`src/rtl/tdma_pkg.sv`:
```
package tdma_pkg;

  typedef enum logic {
    PH_START = 1'b0,
    PH_END   = 1'b1
  } phase_e;

  // Scheduling window length actually used: zero counts as one cycle.
  function automatic int unsigned eff_sched(input int unsigned s);
    return (s == 0) ? 1 : s;
  endfunction

  // Slot length actually used: always at least one cycle past the window.
  function automatic int unsigned eff_slot(input int unsigned d, input int unsigned s);
    int unsigned w;
    w = eff_sched(s);
    return (d > w) ? d : w + 1;
  endfunction

endpackage

```
`src/rtl/tdma_cfg_regs.sv`:
```
module tdma_cfg_regs #(
  parameter int NUM_SLOTS = 4,
  parameter int DUR_W     = 16,
  parameter int DEF_SCHED = 4,
  parameter int DEF_SLOT  = 10,
  localparam int IDX_W    = (NUM_SLOTS > 1) ? $clog2(NUM_SLOTS) : 1
) (
  input  logic                              clk,
  input  logic                              rst_n,
  input  logic                              we,
  input  logic                              sel_sched,
  input  logic [IDX_W-1:0]                  idx,
  input  logic [DUR_W-1:0]                  data,
  output logic [DUR_W-1:0]                  sched_len,
  output logic [NUM_SLOTS-1:0][DUR_W-1:0]   slot_len
);

  always_ff @(posedge clk) begin
    if (!rst_n)                sched_len <= DUR_W'(DEF_SCHED);
    else if (we && sel_sched)  sched_len <= data;
  end

  for (genvar g = 0; g < NUM_SLOTS; g++) begin : g_slot
    logic hit;
    assign hit = we && !sel_sched && (idx == IDX_W'(g));
    always_ff @(posedge clk) begin
      if (!rst_n)   slot_len[g] <= DUR_W'(DEF_SLOT);
      else if (hit) slot_len[g] <= data;
    end
  end

endmodule

```
`src/rtl/tdma_countdown.sv`:
```
module tdma_countdown #(
  parameter int W       = 17,
  parameter int RST_VAL = 1
) (
  input  logic         clk,
  input  logic         rst_n,
  input  logic         load,
  input  logic [W-1:0] ld_val,
  input  logic         en,
  output logic         expire
);

  logic [W-1:0] cnt;

  assign expire = en && (cnt == W'(1));

  always_ff @(posedge clk) begin
    if (!rst_n)                  cnt <= W'(RST_VAL);
    else if (load)               cnt <= ld_val;
    else if (en && cnt > W'(1))  cnt <= cnt - W'(1);
  end

  AST_CNT_NONZERO: assert property (@(posedge clk) disable iff (!rst_n)
    cnt != '0);

endmodule

```
`src/rtl/tdma_slot_seq.sv`:
```
module tdma_slot_seq #(
  parameter int NUM_SLOTS = 4,
  parameter int DUR_W     = 16,
  parameter int DEF_SCHED = 4,
  parameter int DEF_SLOT  = 10,
  localparam int IDX_W    = (NUM_SLOTS > 1) ? $clog2(NUM_SLOTS) : 1
) (
  input  logic             clk,
  input  logic             rst_n,
  input  logic             cfg_we,
  input  logic             cfg_sel_sched,
  input  logic [IDX_W-1:0] cfg_idx,
  input  logic [DUR_W-1:0] cfg_data,
  output logic [IDX_W-1:0] slot_idx,
  output logic             phase_end,
  output logic             dispatch,
  output logic [IDX_W-1:0] dispatch_idx
);
  import tdma_pkg::*;

  localparam int CW = DUR_W + 1;
  localparam int LAST = NUM_SLOTS - 1;
  localparam int RST_S = eff_sched(DEF_SCHED);
  localparam int RST_D = eff_slot(DEF_SLOT, DEF_SCHED);

  logic [DUR_W-1:0]                sched_len;
  logic [NUM_SLOTS-1:0][DUR_W-1:0] slot_len;
  logic [IDX_W-1:0]                slot_q, nxt_idx;
  phase_e                          phase_q;
  logic                            disp_q;
  logic                            sched_evt, slot_evt;
  logic [CW-1:0]                   sched_ld, slot_ld;

  tdma_cfg_regs #(
    .NUM_SLOTS(NUM_SLOTS), .DUR_W(DUR_W),
    .DEF_SCHED(DEF_SCHED), .DEF_SLOT(DEF_SLOT)
  ) cfg_i (
    .clk(clk), .rst_n(rst_n), .we(cfg_we), .sel_sched(cfg_sel_sched),
    .idx(cfg_idx), .data(cfg_data), .sched_len(sched_len), .slot_len(slot_len)
  );

  assign nxt_idx  = (slot_q == IDX_W'(LAST)) ? '0 : slot_q + IDX_W'(1);
  assign sched_ld = CW'(eff_sched(int'(sched_len)));
  assign slot_ld  = CW'(eff_slot(int'(slot_len[nxt_idx]), int'(sched_len)));

  tdma_countdown #(.W(CW), .RST_VAL(RST_S)) sched_tmr_i (
    .clk(clk), .rst_n(rst_n), .load(slot_evt), .ld_val(sched_ld),
    .en(phase_q == PH_START), .expire(sched_evt)
  );

  tdma_countdown #(.W(CW), .RST_VAL(RST_D)) slot_tmr_i (
    .clk(clk), .rst_n(rst_n), .load(slot_evt), .ld_val(slot_ld),
    .en(1'b1), .expire(slot_evt)
  );

  always_ff @(posedge clk) begin
    if (!rst_n) begin
      slot_q  <= '0;
      phase_q <= PH_START;
      disp_q  <= 1'b0;
    end else begin
      disp_q <= 1'b0;
      if (slot_evt) begin
        slot_q  <= nxt_idx;
        phase_q <= PH_START;
      end else if (sched_evt) begin
        phase_q <= PH_END;
        disp_q  <= 1'b1;
      end
    end
  end

  assign slot_idx     = slot_q;
  assign phase_end    = (phase_q == PH_END);
  assign dispatch     = disp_q;
  assign dispatch_idx = slot_q;

  AST_EVT_EXCLUSIVE: assert property (@(posedge clk) disable iff (!rst_n)
    !(sched_evt && slot_evt));
  AST_SLOT_END_IN_END_PHASE: assert property (@(posedge clk) disable iff (!rst_n)
    slot_evt |-> phase_end);
  AST_DISPATCH_WITH_PHASE: assert property (@(posedge clk) disable iff (!rst_n)
    $rose(phase_end) |-> dispatch);
  AST_DISPATCH_ONE_CYCLE: assert property (@(posedge clk) disable iff (!rst_n)
    dispatch |=> !dispatch);
  AST_ADVANCE_ON_BOUNDARY: assert property (@(posedge clk) disable iff (!rst_n)
    $fell(phase_end) |-> slot_idx == (($past(slot_idx) == IDX_W'(LAST)) ? '0 : $past(slot_idx) + IDX_W'(1)));
  AST_IDX_HOLD: assert property (@(posedge clk) disable iff (!rst_n)
    !$fell(phase_end) |-> $stable(slot_idx));
  AST_IDX_RANGE: assert property (@(posedge clk) disable iff (!rst_n)
    slot_idx <= IDX_W'(LAST));

endmodule

```
`config.mk`:
```
export PLATFORM = sky130hd
export DESIGN_NAME = tdma_slot_seq
export DESIGN_NICKNAME = d
export VERILOG_FILES = /design/src/rtl/tdma_pkg.sv /design/src/rtl/tdma_cfg_regs.sv /design/src/rtl/tdma_countdown.sv /design/src/rtl/tdma_slot_seq.sv
export SDC_FILE = /design/constraint.sdc
export NUM_CORES = 1
export LEC_CHECK = 0
export ABC_AREA = 1
export ABC_CLOCK_PERIOD_IN_PS = 5230
export BUFFER_PORTS_ARGS = -buffer_cell sky130_fd_sc_hd__buf_2
export CAP_MARGIN = 10
export CELL_PAD_IN_SITES_DETAIL_PLACEMENT = 0
export CELL_PAD_IN_SITES_GLOBAL_PLACEMENT = 1
export CORE_MARGIN = 4
export CORE_UTILIZATION = 45
export CTS_CLUSTER_DIAMETER = 50
export DETAILED_ROUTE_END_ITERATION = 8
export GPL_TIMING_DRIVEN = 0
export PLACE_DENSITY_LB_ADDON = 0.1
export SETUP_SLACK_MARGIN = 0.5
export SYNTH_ARGS = -nofsm -noshare
export SYNTH_HDL_FRONTEND = slang
export SYNTH_SLANG_ARGS = --single-unit
```
`constraint.sdc`:
```
create_clock -name clk -period 5.23 [get_ports clk]
set_input_delay 1.569 -clock clk [delete_from_list [all_inputs] [get_ports clk]]
set_output_delay 1.569 -clock clk [all_outputs]
set_load 0.01 [all_outputs]
```
# After elaboration in Yosys (flattened, before gate mapping)
# Cells that the tools add are included.
# totals
mem_bits_ro	0
wordCells	50
regBits	118
ramBits	0
memories	0
latchBits	0
# op_classes
n_mul	0
eq_ne	6
muxes	10
n_shift	0
magnitude_cmp	4
addsub	4
bitwise	2
n_div	0
n_reduce_logical	14
# op_table
cell	count
17-bit 2-to-1 mux	5
17-bit by 1-bit == test with 1-bit output, second input constant	2
17-bit by 1-bit > comparator with 1-bit output, second input constant	2
17-bit by 1-bit subtractor with 17-bit output, second input constant	2
16-bit binary-select mux with 2-bit select	1
16-bit 2-to-1 mux	2
16-bit by 1-bit adder with 17-bit output, second input constant	1
16-bit > comparator	1
16-bit logical NOT	1
1-bit logical AND	8
2-bit == test, second input constant	3
2-bit nonzero test	2
2-bit by 3-bit less-than comparator with 1-bit output, second input constant	1
2-bit by 1-bit adder with 2-bit output, second input constant	1
2-bit by 1-bit == test with 1-bit output, second input constant	1
2-bit logical NOT	1
2-bit 2-to-1 mux	1
1-bit NOT	2
2-bit OR reduction	1
1-bit logical NOT	1
1-bit 2-to-1 mux	1

# Logic depth before layout (Yosys ltp)
# Gate-level depths: netlist of run 1.
# logic_depth
depth_word	7
ltp_mapped	26
depth_no_buf	24

# Hierarchy
# From an unflattened synthesis of run 1, not the netlist that was laid out.
# hier_totals
hier_cells	1201
area_unflattened_um2	7557.2
# by_module_without_submodules
mod	instances	seq_area_each_um2	area_each_um2	cells_each
tdma_cfg_regs	1	1601.5	3131.8	439
tdma_slot_seq	1	80.1	1722.9	314
tdma_countdown (sched_tmr_i)	1	340.3	1393.8	225
tdma_countdown (slot_tmr_i)	1	340.3	1308.8	223

# Worst setup path after synthesis of run 1
# OpenSTA, ideal clock, no wires.
# synth_timing
kind	flip-flop to flip-flop
start	register slot_q[0], in the netlist dispatch_idx[0]
end	register slot_tmr_i.cnt[5]
arrival_ns	2.815
path_stages_with_launch	18
setup_slack_ns	2.287
period_less_slack_ns	2.943
setup_ns	0.128
cell_sequence	dfxtp_1 -> ha_1 -> inv_1 -> nand2_2 -> buf_6 -> clkbuf_1 -> a21oi_1 -> a32oi_1 -> inv_1 -> ha_1 -> nand4_1 -> nor2_1 -> nand4_2 -> buf_2 -> nand3_1 -> nand3_1 -> nand2_1 -> nor2_1
# synth_between
elab_chain_len	7
word_cells_on_any_way	8
# synth_rtl
element	line_no	rtl
from (decl)	tdma_slot_seq.sv:28	logic [IDX_W-1:0] slot_q, nxt_idx;
from (signal assigned)	tdma_slot_seq.sv:64	slot_q <= nxt_idx;
2-bit by 1-bit adder with 2-bit output / 2-bit == test (equally long branches)	tdma_slot_seq.sv:42	assign nxt_idx = (slot_q == IDX_W'(LAST)) ? '0 : slot_q + IDX_W'(1);
2-bit 2-to-1 mux *	tdma_slot_seq.sv:42	
16-bit binary-select mux with 2-bit select *	tdma_slot_seq.sv:44	assign slot_ld = CW'(eff_slot(int'(slot_len[nxt_idx]), int'(sched_len)));
16-bit 2-to-1 mux (implied by the code) *	tdma_slot_seq.sv:44	
16-bit > comparator	tdma_pkg.sv:17	return (d > w) ? d : w + 1;
17-bit 2-to-1 mux *	tdma_pkg.sv:17	
17-bit 2-to-1 mux *	tdma_countdown.sv:19	else if (load) cnt <= ld_val;
to (signal assigned)	tdma_countdown.sv:18	if (!rst_n) cnt <= W'(RST_VAL);
to (signal assigned)	tdma_countdown.sv:19	
to (signal assigned)	tdma_countdown.sv:20	else if (en && cnt > W'(1)) cnt <= cnt - W'(1);
to (decl)	tdma_countdown.sv:13	logic [W-1:0] cnt;
# Mark *: on every way between the ends. The rest lies on a longest branch, timed or not. The select of a mux whose other input is x is not followed.
# A chain may end at the register's enable or synchronous reset.

# Worst setup path after layout of run 1
# layout_timing
start	register slot_q[0], in the netlist dispatch_idx[0]
end	register slot_tmr_i.cnt[4]
# Same word-level chain as after synthesis.

==> Flow_metrics.wiki, run 1 <==
{| class="wikitable"
! Metric !! Value
|-
| Detailed router's first-iteration violation count || 410
|-
| Final-report max-slew violation count || 0
|-
| Final worst hold slack || 0.439 ns
|-
| Kind of critical path || reg2reg
|-
| Count of flip-flops with a built-in enable after synthesis || 0
|-
| Min-delay worst type || reg2reg
|-
| Wire length of the first global-routing pass || 33.1 mm
|-
| Warnings, synthesis || 0
|-
| TritonCTS clock tree || built
|-
| Total Die Area || 0.0162 sq mm
|-
| Initial core utilization || 46.1%
|-
| Number of gates resized after CTS || 0
|-
| Overflow left after global routing || 0
|-
| Per-instance average area after synthesis || 6.76 sq um
|-
| Routed wirelength normalized by instance count || 17.0 um
|-
| WP data required || 5.59 ns
|-
| Detailed placer's ending HPWL || 15.2 mm
|-
| Number of nets in the synthesized netlist || 991
|-
| Fraction of synthesized cell area taken by the top area cell type || 36.8%
|-
| Insertion delay of the later-clocked pin in the worst-skew pair || 0.44 ns
|-
| Total of flip-flops plus latches after synthesis || 118
|-
| Relative slew margins || 33.7%
|-
| Cell type with the highest occurrence count on the critical path || sky130_fd_sc_hd__nand2_1
|-
| CTS Sinks || 118
|-
| Static leakage power || 3.33 nW
|-
| Delay contributed by the slowest stage of the critical path || 0.55 ns
|-
| Post-cts hold buffer count || 0
|-
| Register area share after synthesis || 36.8%
|-
| Number of global-route vias before repair || 6106
|-
| Fraction of registers with async set or reset after synthesis || 0%
|-
| Maximum fanout count along the critical path || 10
|-
| Pin count of the biggest net entering global routing || 17
|-
| Number of buffers inserted by post-CTS setup repair || 0
|-
| Total number of H-tree levels || 4
|-
| Ratio of final minimum period to clock period || 73.7%
|-
| Type of element launching the critical path || flip-flop
|-
| Power density over the cells || 458 mW/mm^2
|-
| Cell variety after synth || 41
|-
| Height of the die || 127 um
|-
| Proportion of synthesized area in mux cells || 0%
|-
| Diodes inserted || 0
|-
| Worst Clk Skew || 0.0135 ns
|-
| Main combinational cell family by area after synthesis || simple AND/OR/NAND/NOR gates
|-
| Total wire length || 20.2 mm
|-
| Width of the die || 127 um
|-
| Total of max-cap violations || 0
|-
| Arrival time worst endpoint || 4.21 ns
|-
| Final setup vio count || 0
|-
| Top FF cell, synth || sky130_fd_sc_hd__dfxtp_1
|-
| Drt first pass iters || 7
|-
| Unrepaired setup endpoints after global routing || no
|-
| Mapped Cells || 949
|-
| Post-detailed-route count of antenna-violating nets || 0
|-
| Measured slew at the worst slew-check pin || 0.986 ns
|-
| Net count, final || 1037
|-
| Post-layout util || 52.8%
|-
| XOR/XNOR Fraction of Synth Area || 2.87%
|-
| Root Buffer || sky130_fd_sc_hd__clkbuf_16
|-
| Cell type of the slowest stage on the worst timing path || sky130_fd_sc_hd__clkbuf_1
|-
| Maximum frequency from static timing analysis || 260 MHz
|-
| Simple-gate portion of the synthesized area || 30.5%
|-
| Number of hold violations in the final report || 0
|-
| Routability Congestion || 0.916
|-
| Buffers on Ports || 27
|-
| Status || completed
|-
| Cell taking the most area after synthesis || sky130_fd_sc_hd__dfxtp_1
|-
| Synthesized-area fraction occupied by ao, oa, aoi and oai cells || 17.2%
|-
| Crit path time final || 3.85 ns
|-
| Num CTS Buffers || 17
|-
| DR DRC count || 0
|-
| Detailed-route via count || 6265
|-
| Maximum clock path buffer count || 2
|-
| Global Route Usage Sum || 26.2%
|-
| Initial antenna violation count || 0
|-
| TNS Setup || 0 ns
|-
| Fraction of layout instances using a drive strength above 1 || 9.83%
|-
| Top cells by area, synth || sky130_fd_sc_hd__dfxtp_1, sky130_fd_sc_hd__nor2_1, sky130_fd_sc_hd__o21ai_0, sky130_fd_sc_hd__nand2_1, sky130_fd_sc_hd__inv_1
|-
| Netlist area before placement || 0.00642 sq mm
|-
| Critical path endpoint category || flip-flop
|-
| Peak supply drop || 0.000235 V
|-
| Number of rows created at floorplan || 43
|-
| Synth-to-Final Area Change || 14.6%
|-
| Core ar. || 0.0139 sq mm
|-
| Clock transition at path regs || 0.05 ns
|-
| Vias per std cell || 5.28
|-
| Count of pins on the block boundary || 28
|-
| Post-synthesis adder-cell area fraction || 3.90%
|-
| Worst-path cell chain || ha_1, inv_1, nand2_2, buf_6, clkbuf_1, a21oi_1, a32oi_1, inv_1, ha_1, nand2_1, inv_1, nand2_1, inv_1, nand2_1, nand2_1, nand2_1, nand2_1, nand2_2, nand2_4, nand2_4, buf_8, nand2_1, nand3_1, a21oi_1
|}
[metrics by stage]
stage | area (sq um) | power [W] | std cells | setup WS (ns)
6_report | 7360 | 0.00337 | 1187 | 1.38
5_1_grt | 7360 | 0.00359 | 1187 | 1.05
4_1_cts | 7360 | 0.00337 | 1187 | 1.38
3_5_place_dp | 6780 | 0.00222 | 1156 | 1.43
3_3_place_gp | 6780 | 0.00222 | 1156 | 1.39
2_1_floorplan | 6420 | 0.00194 | 949 | 2.29
[per-layer routing]
layer	vias to the layer above	routed length, um	track usage (%)
met2	126	9440	43.1
met3	32	798	4.64
met4	0	482	9.72
met5	-	0	0
li1	3228	-	-
met1	2879	9470	34.2
[placed cells by master (no fill, tap or decap), types with 2 or more instances in the layout]
| master | Yosys | layout |
|---|---|---|
| sky130_fd_sc_hd__o22ai_1 | 9 | 9 |
| sky130_fd_sc_hd__nor4_1 | 6 | 6 |
| sky130_fd_sc_hd__or2_2 | 6 | 6 |
| sky130_fd_sc_hd__a32oi_1 | 5 | 5 |
| sky130_fd_sc_hd__buf_2 | 3 | 30 |
| sky130_fd_sc_hd__clkinv_1 | 2 | 2 |
| sky130_fd_sc_hd__clkbuf_16 | 0 | 17 |
| sky130_fd_sc_hd__nand2_1 | 123 | 123 |
| sky130_fd_sc_hd__nand3_2 | 4 | 4 |
| sky130_fd_sc_hd__nand2_2 | 6 | 6 |
| sky130_fd_sc_hd__o21ai_0 | 108 | 108 |
| sky130_fd_sc_hd__clkinvlp_4 | 0 | 2 |
| sky130_fd_sc_hd__nand4_2 | 2 | 2 |
| sky130_fd_sc_hd__dfxtp_1 | 118 | 118 |
| sky130_fd_sc_hd__a31oi_1 | 8 | 8 |
| sky130_fd_sc_hd__a21oi_1 | 58 | 58 |
| sky130_fd_sc_hd__nand3_1 | 59 | 59 |
| sky130_fd_sc_hd__clkbuf_8 | 0 | 3 |
| sky130_fd_sc_hd__clkbuf_1 | 32 | 35 |
| sky130_fd_sc_hd__nand2_4 | 2 | 2 |
| sky130_fd_sc_hd__nor2_4 | 4 | 4 |
| sky130_fd_sc_hd__nand4_1 | 10 | 10 |
| sky130_fd_sc_hd__clkinv_2 | 0 | 3 |
| sky130_fd_sc_hd__buf_4 | 3 | 3 |
| sky130_fd_sc_hd__nor3_1 | 17 | 17 |
| sky130_fd_sc_hd__inv_2 | 6 | 6 |
| sky130_fd_sc_hd__o211ai_1 | 10 | 10 |
| sky130_fd_sc_hd__bufinv_16 | 0 | 2 |
| sky130_fd_sc_hd__nor2_2 | 3 | 3 |
| sky130_fd_sc_hd__nor2_1 | 200 | 200 |
| sky130_fd_sc_hd__ha_1 | 20 | 20 |
| sky130_fd_sc_hd__nor4_2 | 2 | 2 |
| sky130_fd_sc_hd__inv_1 | 90 | 90 |
| sky130_fd_sc_hd__xnor2_1 | 7 | 7 |
| sky130_fd_sc_hd__buf_1 | 2 | 2 |
| sky130_fd_sc_hd__xor2_1 | 14 | 14 |
[layout make-up]
cell class,count,area (sq um)
clock buffers,23,478
fillers,1460,6580
multi-input cells,691,3500
repair buffers,27,135
inverters,98,368
well taps,180,225
plain buffers,42,191
clock inverters,8,98.8
flip-flops and latches,118,2360
[cell usage after synthesis (all sizes together) (2+ instances only)]
library cell    n
a21oi          58
a31oi           8
a32oi           5
buf            10
clkbuf         32
clkinv          2
dfxtp         118
ha             20
inv            96
nand2         131
nand3          63
nand4          12
nor2          207
nor3           18
nor4            8
o211ai         10
o21ai         109
o22ai           9
or2             6
xnor2           7
xor2           14
[power by group]
| part | leakage, nW | internal, W | switching (W) |
|---|---|---|---|
| Sequential | 0.962 | 0.00102 | 0.000114 |
| Clock | 0.279 | 0.000733 | 0.000426 |
| Combinational | 2.08 | 0.000386 | 0.000686 |
| Total | 3.33 | 0.00214 | 0.00123 |
[final timing paths]
path	end	slack, ns	cells after the start	from
hold / removal	dispatch$_SDFF_PP0_	0.44	1	phase_end$_SDFFE_PP0P_
hold reg to reg	dispatch$_SDFF_PP0_	0.44	1	phase_end$_SDFFE_PP0P_
setup reg to reg	slot_tmr_i.cnt[4]$_SDFFE_PN0P_	1.38	24	dispatch_idx[0]$_SDFFE_PN0P_
setup / recovery	slot_tmr_i.cnt[4]$_SDFFE_PN0P_	1.38	24	dispatch_idx[0]$_SDFFE_PN0P_
[state kept, by name, indices dropped and copies added (netlist names)]
signal and flops:
dispatch 1, cfg_i.sched_len 16, slot_tmr_i.cnt 17, dispatch_idx 2
phase_end 1, cfg_i.slot_len 64, sched_tmr_i.cnt 17
[critical path, delay by kind of cell (launching register included)]
family / cells / cell delay, ns
AO/OA/AOI/OAI: 3 / 0.76
adder cells (fa/ha/maj): 2 / 0.56
buffers and inverters: 7 / 1.16
flip-flops: 1 / 0.46
AND/OR/NAND/NOR: 12 / 0.84
[logic make-up (layout without fill, tap and decap cells)]
group / count (synthesis) / count (layout)
buf+inv: 140 / 198
flops: 118 / 118
simple gates: 446 / 446
compound gates: 204 / 204
fa+ha+maj: 20 / 20
xor+xnor: 21 / 21
Power figures use the tool's default switching activity.
==> inputs of run 2 (changes only) <==
--- a/config.mk
+++ b/config.mk
@@ -6,7 +6,7 @@
 export NUM_CORES = 1
 export LEC_CHECK = 0
 export ABC_AREA = 1
-export ABC_CLOCK_PERIOD_IN_PS = 5230
+export ABC_CLOCK_PERIOD_IN_PS = 3700
 export BUFFER_PORTS_ARGS = -buffer_cell sky130_fd_sc_hd__buf_2
 export CAP_MARGIN = 10
 export CELL_PAD_IN_SITES_DETAIL_PLACEMENT = 0
==> constraint.sdc (replaced) <==
create_clock -name clk -period 3.7 [get_ports clk]
set_input_delay 1.11 -clock clk [delete_from_list [all_inputs] [get_ports clk]]
set_output_delay 1.11 -clock clk [all_outputs]
set_load 0.01 [all_outputs]
==> Flow_metrics.wiki, run 2 (synthesized netlist as in run 1, its figures left out) <==
{| class="wikitable"
! Metric !! Value
|-
| Status || completed
|-
| DR DRC count || 0 (unchanged)
|-
| Min-delay worst type || reg2reg
|-
| Detailed router's first-iteration violation count || 373 (-9.0%)
|-
| Worst Clk Skew || 0.0170 ns (+0.00351 ns)
|-
| Number of rows created at floorplan || 43 (unchanged)
|-
| Number of hold violations in the final report || 0 (unchanged)
|-
| Height of the die || 127 um (unchanged)
|-
| Initial antenna violation count || 0 (unchanged)
|-
| Leading cell types in the layout, fill and taps excluded || sky130_fd_sc_hd__nor2_1, sky130_fd_sc_hd__nand2_1, sky130_fd_sc_hd__dfxtp_1
|-
| Proportion of total power due to net switching || 36.6% (+0.18 points)
|-
| Net count, final || 1043 (+0.58%)
|-
| Peak supply drop || 0.000326 V (+39%)
|-
| Root Buffer || sky130_fd_sc_hd__clkbuf_16
|-
| Overall Power || 0.00486 W (+44%)
|-
| Arrival time worst endpoint || 3.36 ns (-0.85 ns)
|-
| Total placed instance area || 0.00678 sq mm (unchanged)
|-
| Count of pins on the block boundary || 28 (unchanged)
|-
| Post-layout util || 54.8% (+2.0 points)
|-
| Maximum fanout count along the critical path || 10 (unchanged)
|-
| Net load switching power || 0.00178 W (+45%)
|-
| Maximum frequency from static timing analysis || 327 MHz (+26%)
|-
| Vias per std cell || 5.30 (+0.37%)
|-
| Buffers on Ports || 27 (unchanged)
|-
| Core ar. || 0.0139 sq mm (unchanged)
|-
| Unrepaired setup endpoints after global routing || no
|-
| Post-Layout Inst Area || 0.00763 sq mm (+3.7%)
|-
| Commonest non-fill, non-tap cell in the layout || sky130_fd_sc_hd__nor2_1
|-
| Post-detailed-route count of antenna-violating nets || 0 (unchanged)
|-
| Clock network fraction of total power || 33.6% (-0.8 points)
|-
| Top register by number of flip-flops || cfg_i.slot_len
|-
| Total number of H-tree levels || 4 (unchanged)
|-
| Diodes inserted || 0 (unchanged)
|-
| Total wire length || 20.5 mm (+1.4%)
|-
| Wire length of the first global-routing pass || 33.4 mm (+0.92%)
|-
| TritonCTS clock tree || built
|-
| Synth-to-Final Area Change || 18.9%
|-
| Static leakage power || 3.40 nW (+2.3%)
|-
| Num CTS Buffers || 17 (unchanged)
|-
| WP data required || 4.01 ns (-1.58 ns)
|-
| Initial core utilization || 46.1% (unchanged)
|-
| Max FFs per register || 64 (unchanged)
|-
| Routed wirelength normalized by instance count || 17.2 um (+0.87%)
|-
| Largest registers || cfg_i.slot_len (64), sched_tmr_i.cnt (17), slot_tmr_i.cnt (17)
|-
| Relative slew margins || 34.7% (+0.99 points)
|-
| Kind of critical path || reg2reg
|-
| Pin count of the biggest net entering global routing || 17 (unchanged)
|-
| Overflow left after global routing || 0 (unchanged)
|-
| Crit path time final || 3.06 ns (-0.795 ns)
|-
| Maximum clock path buffer count || 2 (unchanged)
|-
| Power density over the cells || 637 mW/mm^2 (+39%)
|-
| Detailed-route via count || 6320 (+0.88%)
|-
| Detailed placer's ending HPWL || 15.2 mm (unchanged)
|-
| Fraction of layout instances using a drive strength above 1 || 14.0% (+4.2 points)
|-
| Post-cts hold buffer count || 0 (unchanged)
|-
| Total Die Area || 0.0162 sq mm (unchanged)
|-
| CTS Sinks || 118 (unchanged)
|-
| Global Route Usage Sum || 26.3% (+0.18 points)
|-
| Share of total power in sequential cells || 33.1% (-0.7 points)
|-
| Part of the power in combinational logic || 33.4% (+1.6 points)
|-
| Final setup vio count || 0 (unchanged)
|-
| Total of max-cap violations || 0 (unchanged)
|-
| Width of the die || 127 um (unchanged)
|-
| Type of element launching the critical path || flip-flop
|-
| Clock transition at path regs || 0.05 ns (about the same)
|-
| Routability Congestion || 0.916 (unchanged)
|-
| Internal Pwr Total || 0.00308 W (+44%)
|-
| Number of global-route vias before repair || 6166 (+0.98%)
|-
| Ratio of final minimum period to clock period || 82.6% (+9.0 points)
|-
| Critical path endpoint category || flip-flop
|-
| Insertion delay of the later-clocked pin in the worst-skew pair || 0.43 ns (about the same)
|-
| Final-report max-slew violation count || 0 (unchanged)
|-
| Measured slew at the worst slew-check pin || 0.972 ns (-0.0147 ns)
|-
| Drt first pass iters || 4 (-3)
|}
## run 2: changes by cell type in the layout (fill, tap and decap cells not counted), sizes merged
| cell | change |
|---|---|
| clkbuf | -4 |
| buf | +10 |
| clkinvlp | +1 |
| inv | -1 |
## run 2: power by group through the flow
stage	logic, W	registers (W)	clock network (W)
after floorplan	0.00115	0.00159	0
after global placement	0.00151	0.00163	0
after detailed placement	0.00150	0.00163	0
after CTS	0.00154	0.00161	0.00165
after global routing	0.00184	0.00163	0.00171
final	0.00162	0.00161	0.00163
## run 2: worst paths after layout
check,slack (ns),from,endpoint,depth (start not counted)
setup / recovery,0.64,dispatch_idx[0]$_SDFFE_PN0P_,slot_tmr_i.cnt[7]$_SDFFE_PN0P_,17
setup reg to reg,0.64,dispatch_idx[0]$_SDFFE_PN0P_,slot_tmr_i.cnt[7]$_SDFFE_PN0P_,17
hold / removal,0.44,phase_end$_SDFFE_PP0P_,dispatch$_SDFF_PP0_,1
hold reg to reg,0.44,phase_end$_SDFFE_PP0P_,dispatch$_SDFF_PP0_,1
## run 2: layer usage
metal	up-vias	track usage (%)	part of all wire, %
li1	3239	-	-
met1	2937	34.5	46
met2	119	43.7	48
met3	25	4.56	4.5
met4	0	9.21	1.7
met5	-	0	0
## run 2: per-stage QoR
| step | hold slack (ns) | worst slack (ns) | TNS, ns | std cells |
|---|---|---|---|---|
| 3_3_place_gp | 0.440 | -0.140 | -1.28 | 1156 |
| 4_1_cts | 0.451 | 0.488 | 0 | 1188 |
| 6_report | 0.439 | 0.642 | 0 | 1193 |
| 3_5_place_dp | 0.440 | -0.0951 | -0.636 | 1156 |
| 2_1_floorplan | 0.421 | 0.757 | 0 | 949 |
| 5_1_grt | 0.485 | 0.471 | 0 | 1193 |
## run 2: final cells by class
| cell class | instances | area, sq um |
|---|---|---|
| clock inverter | 8 | 98.8 |
| tap | 180 | 225 |
| clock buffer | 23 | 478 |
| buffer | 42 | 234 |
| sequential | 118 | 2370 |
| fill | 1457 | 6300 |
| multi-input combinational | 691 | 3670 |
| inverter | 98 | 372 |
| timing repair buffer | 33 | 180 |
## run 2: critical path, cell delays in order, from the launching register on
cell and delay (ns):
sky130_fd_sc_hd__dfxtp_4 0.36, sky130_fd_sc_hd__ha_4 0.17, sky130_fd_sc_hd__nor2_4 0.24, sky130_fd_sc_hd__buf_4 0.26, sky130_fd_sc_hd__o21ai_0 0.11, sky130_fd_sc_hd__o22ai_2 0.26
sky130_fd_sc_hd__ha_1 0.30, sky130_fd_sc_hd__a21oi_1 0.15, sky130_fd_sc_hd__nor2_1 0.06, sky130_fd_sc_hd__a211oi_2 0.24, sky130_fd_sc_hd__nand2_1 0.10, sky130_fd_sc_hd__nand2_2 0.08
sky130_fd_sc_hd__nand2_4 0.09, sky130_fd_sc_hd__nand2_8 0.11, sky130_fd_sc_hd__buf_8 0.14, sky130_fd_sc_hd__nand2_1 0.06, sky130_fd_sc_hd__nand3_1 0.12, sky130_fd_sc_hd__a21oi_1 0.08
## run 2: what timing repair did
| item | in CTS | in global routing |
|---|---|---|
| pin swaps | 1 | 5 |
| buffers inserted | 1 | 5 |
| endpoints found under the setup margin | 17 | 17 |
| resized for setup | 25 | 36 |
==> inputs of run 3 (changes only) <==
--- a/config.mk
+++ b/config.mk
@@ -6,7 +6,7 @@
 export NUM_CORES = 1
 export LEC_CHECK = 0
 export ABC_AREA = 1
-export ABC_CLOCK_PERIOD_IN_PS = 3700
+export ABC_CLOCK_PERIOD_IN_PS = 3050
 export BUFFER_PORTS_ARGS = -buffer_cell sky130_fd_sc_hd__buf_2
 export CAP_MARGIN = 10
 export CELL_PAD_IN_SITES_DETAIL_PLACEMENT = 0
==> constraint.sdc (replaced) <==
create_clock -name clk -period 3.05 [get_ports clk]
set_input_delay 0.915 -clock clk [delete_from_list [all_inputs] [get_ports clk]]
set_output_delay 0.915 -clock clk [all_outputs]
set_load 0.01 [all_outputs]
==> Flow_metrics.wiki, run 3 (synthesized netlist as in run 1, its figures left out) <==
{| class="wikitable"
! Metric !! Value
|-
| Height of the die || 127 um (unchanged)
|-
| Unrepaired setup endpoints after global routing || yes
|-
| Max FFs per register || 64 (unchanged)
|-
| Maximum fanout count along the critical path || 6 (-4)
|-
| Number of global-route vias before repair || 6319 (+2.5%)
|-
| Diodes inserted || 0 (unchanged)
|-
| Core ar. || 0.0139 sq mm (unchanged)
|-
| Wire length of the first global-routing pass || 34.2 mm (+2.3%)
|-
| Leading cell types in the layout, fill and taps excluded || sky130_fd_sc_hd__nor2_1, sky130_fd_sc_hd__dfxtp_1, sky130_fd_sc_hd__nand2_1
|-
| Static leakage power || 3.63 nW (+6.8%)
|-
| Fill cell count || 1320 (-9.4%)
|-
| Maximum frequency from static timing analysis || 336 MHz (+2.7%)
|-
| Detailed router's first-iteration violation count || 437 (+17%)
|-
| Arrival time worst endpoint || 3.34 ns (-0.02 ns)
|-
| Top register by number of flip-flops || cfg_i.slot_len
|-
| Kind of critical path || reg2reg
|-
| Synth-to-Final Area Change || 30.1%
|-
| Drt first pass iters || 5 (+1)
|-
| Total number of H-tree levels || 4 (unchanged)
|-
| FF-to-FF path depth || 25 (+8)
|-
| Cell type of the slowest stage on the worst timing path || sky130_fd_sc_hd__dfxtp_4
|-
| Number of hold violations in the final report || 0 (unchanged)
|-
| Measured slew at the worst slew-check pin || 0.660 ns (-0.312 ns)
|-
| Global Route Usage Sum || 26.9% (+0.60 points)
|-
| Type of element launching the critical path || flip-flop
|-
| Crit path time final || 2.98 ns (-0.0813 ns)
|-
| Total placed instance area || 0.00682 sq mm (+0.57%)
|-
| WP data required || 3.41 ns (-0.60 ns)
|-
| Number of gates on the worst path with buffers counted || 25 (+8)
|-
| Delay contributed by the slowest stage of the critical path || 0.36 ns (about the same)
|-
| Overflow left after global routing || 0 (unchanged)
|-
| Initial core utilization || 46.1% (unchanged)
|-
| Pin count of the biggest net entering global routing || 17 (unchanged)
|-
| Post-Layout Inst Area || 0.00835 sq mm (+9.4%)
|-
| Detailed placer's ending HPWL || 15.1 mm (-0.32%)
|-
| Number of rows created at floorplan || 43 (unchanged)
|-
| Maximum clock path buffer count || 2 (unchanged)
|-
| Root Buffer || sky130_fd_sc_hd__clkbuf_16
|-
| Total area of sequential cells || 0.00237 sq mm (+0.11%)
|-
| Initial antenna violation count || 0 (unchanged)
|-
| Fraction of layout instances using a drive strength above 1 || 22.5% (+8.5 points)
|-
| Post-layout util || 59.9% (+5.2 points)
|-
| Detailed-route via count || 6636 (+5.0%)
|-
| Num CTS Buffers || 17 (unchanged)
|-
| Cell type group with the largest total delay on the critical path || simple AND/OR/NAND/NOR gates
|-
| Net count, final || 1076 (+3.2%)
|-
| Largest registers || cfg_i.slot_len (64), sched_tmr_i.cnt (17), slot_tmr_i.cnt (17)
|-
| Insertion delay of the later-clocked pin in the worst-skew pair || 0.43 ns (about the same)
|-
| Vias per std cell || 5.41 (+2.1%)
|-
| Routed wirelength normalized by instance count || 17.6 um (+2.8%)
|-
| Total of max-cap violations || 0 (unchanged)
|-
| Worst Clk Skew || 0.00807 ns (-0.00894 ns)
|-
| Status || completed
|-
| Total wire length || 21.6 mm (+5.7%)
|-
| Routability Congestion || 0.900 (-1.7%)
|-
| Final worst hold slack || 0.446 ns (+0.00639 ns)
|-
| Clock transition at path regs || 0.06 ns (about the same)
|-
| Count of pins on the block boundary || 28 (unchanged)
|-
| Buffers on Ports || 27 (unchanged)
|-
| Hold path cells || 1 (unchanged)
|-
| TritonCTS clock tree || built
|-
| Total area of multi-input combinational cells || 0.00401 sq mm (+9.1%)
|-
| Commonest non-fill, non-tap cell in the layout || sky130_fd_sc_hd__nor2_1
|-
| Post-detailed-route count of antenna-violating nets || 0 (unchanged)
|-
| Peak supply drop || 0.000413 V (+27%)
|-
| Final-report max-slew violation count || 0 (unchanged)
|-
| Power density over the cells || 757 mW/mm^2 (+19%)
|-
| Width of the die || 127 um (unchanged)
|-
| Ratio of final minimum period to clock period || 97.6% (+15 points)
|-
| DR DRC count || 0 (unchanged)
|-
| Min-delay worst type || reg2reg
|-
| Number of buffer and inverter stages on the critical path || 8 (+6)
|-
| Critical path endpoint category || flip-flop
|-
| CTS Sinks || 118 (unchanged)
|-
| Post-cts hold buffer count || 0 (unchanged)
|-
| Relative slew margins || 56.0% (+21 points)
|-
| Final setup vio count || 0 (unchanged)
|-
| Total Die Area || 0.0162 sq mm (unchanged)
|}
==> run 3: through the flow <==
step | power (W) | setup WS [ns] | instances | TNS [ns]
6_report | 0.00633 | 0.0735 | 1227 | 0
5_1_grt | 0.00670 | -0.0241 | 1227 | -0.173
4_1_cts | 0.00614 | 0.120 | 1221 | 0
3_5_place_dp | 0.00381 | -0.462 | 1156 | -8.66
3_3_place_gp | 0.00381 | -0.442 | 1156 | -9.13
2_1_floorplan | 0.00334 | 0.449 | 949 | 0
==> run 3: per-layer routing <==
layer | GRT usage (%) | share of wire, % | up-vias
met5 | 0 | 0 | -
met4 | 9.97 | 2.7 | 0
met3 | 5.60 | 4.5 | 38
met2 | 45.2 | 48 | 195
met1 | 34.1 | 45 | 3084
li1 | - | - | 3319
==> run 3: repair_timing <==
| item | 4_1_cts | 5_1_grt |
|---|---|---|
| endpoints found under the setup margin | 50 | 27 |
| resized for setup | 81 | 55 |
| cloned | 3 | 2 |
| pin swaps | 11 | 29 |
| setup buffers | 30 | 4 |
| hold endpoints to repair | 0 | 0 |
==> run 3: cell type report <==
| type | count | area share [%] |
|---|---|---|
| timing repair buffer | 65 | 5.62 |
| buffer | 42 | 3.43 |
| tap | 180 | 2.70 |
| clock buffer | 21 | 5.65 |
| sequential | 118 | 28.4 |
| multi-input combinational | 692 | 48.0 |
| inverter | 98 | 4.47 |
| clock inverter | 11 | 1.75 |
==> run 3: power breakdown <==
group          total, W  internal, W  switching (W)  leakage [nW]
clock network   0.00212      0.00135       0.000766         0.287
registers       0.00195      0.00175       0.000199         0.964
logic           0.00225     0.000893        0.00136          2.38
==> run 3: final timing paths <==
check	start	end	slack (ns)
worst max register to register	dispatch_idx[0]$_SDFFE_PN0P_	slot_tmr_i.cnt[7]$_SDFFE_PN0P_	0.07
worst min-delay path	phase_end$_SDFFE_PP0P_	dispatch$_SDFF_PP0_	0.45
worst max-delay path	dispatch_idx[0]$_SDFFE_PN0P_	slot_tmr_i.cnt[7]$_SDFFE_PN0P_	0.07
worst min register to register	phase_end$_SDFFE_PP0P_	dispatch$_SDFF_PP0_	0.45
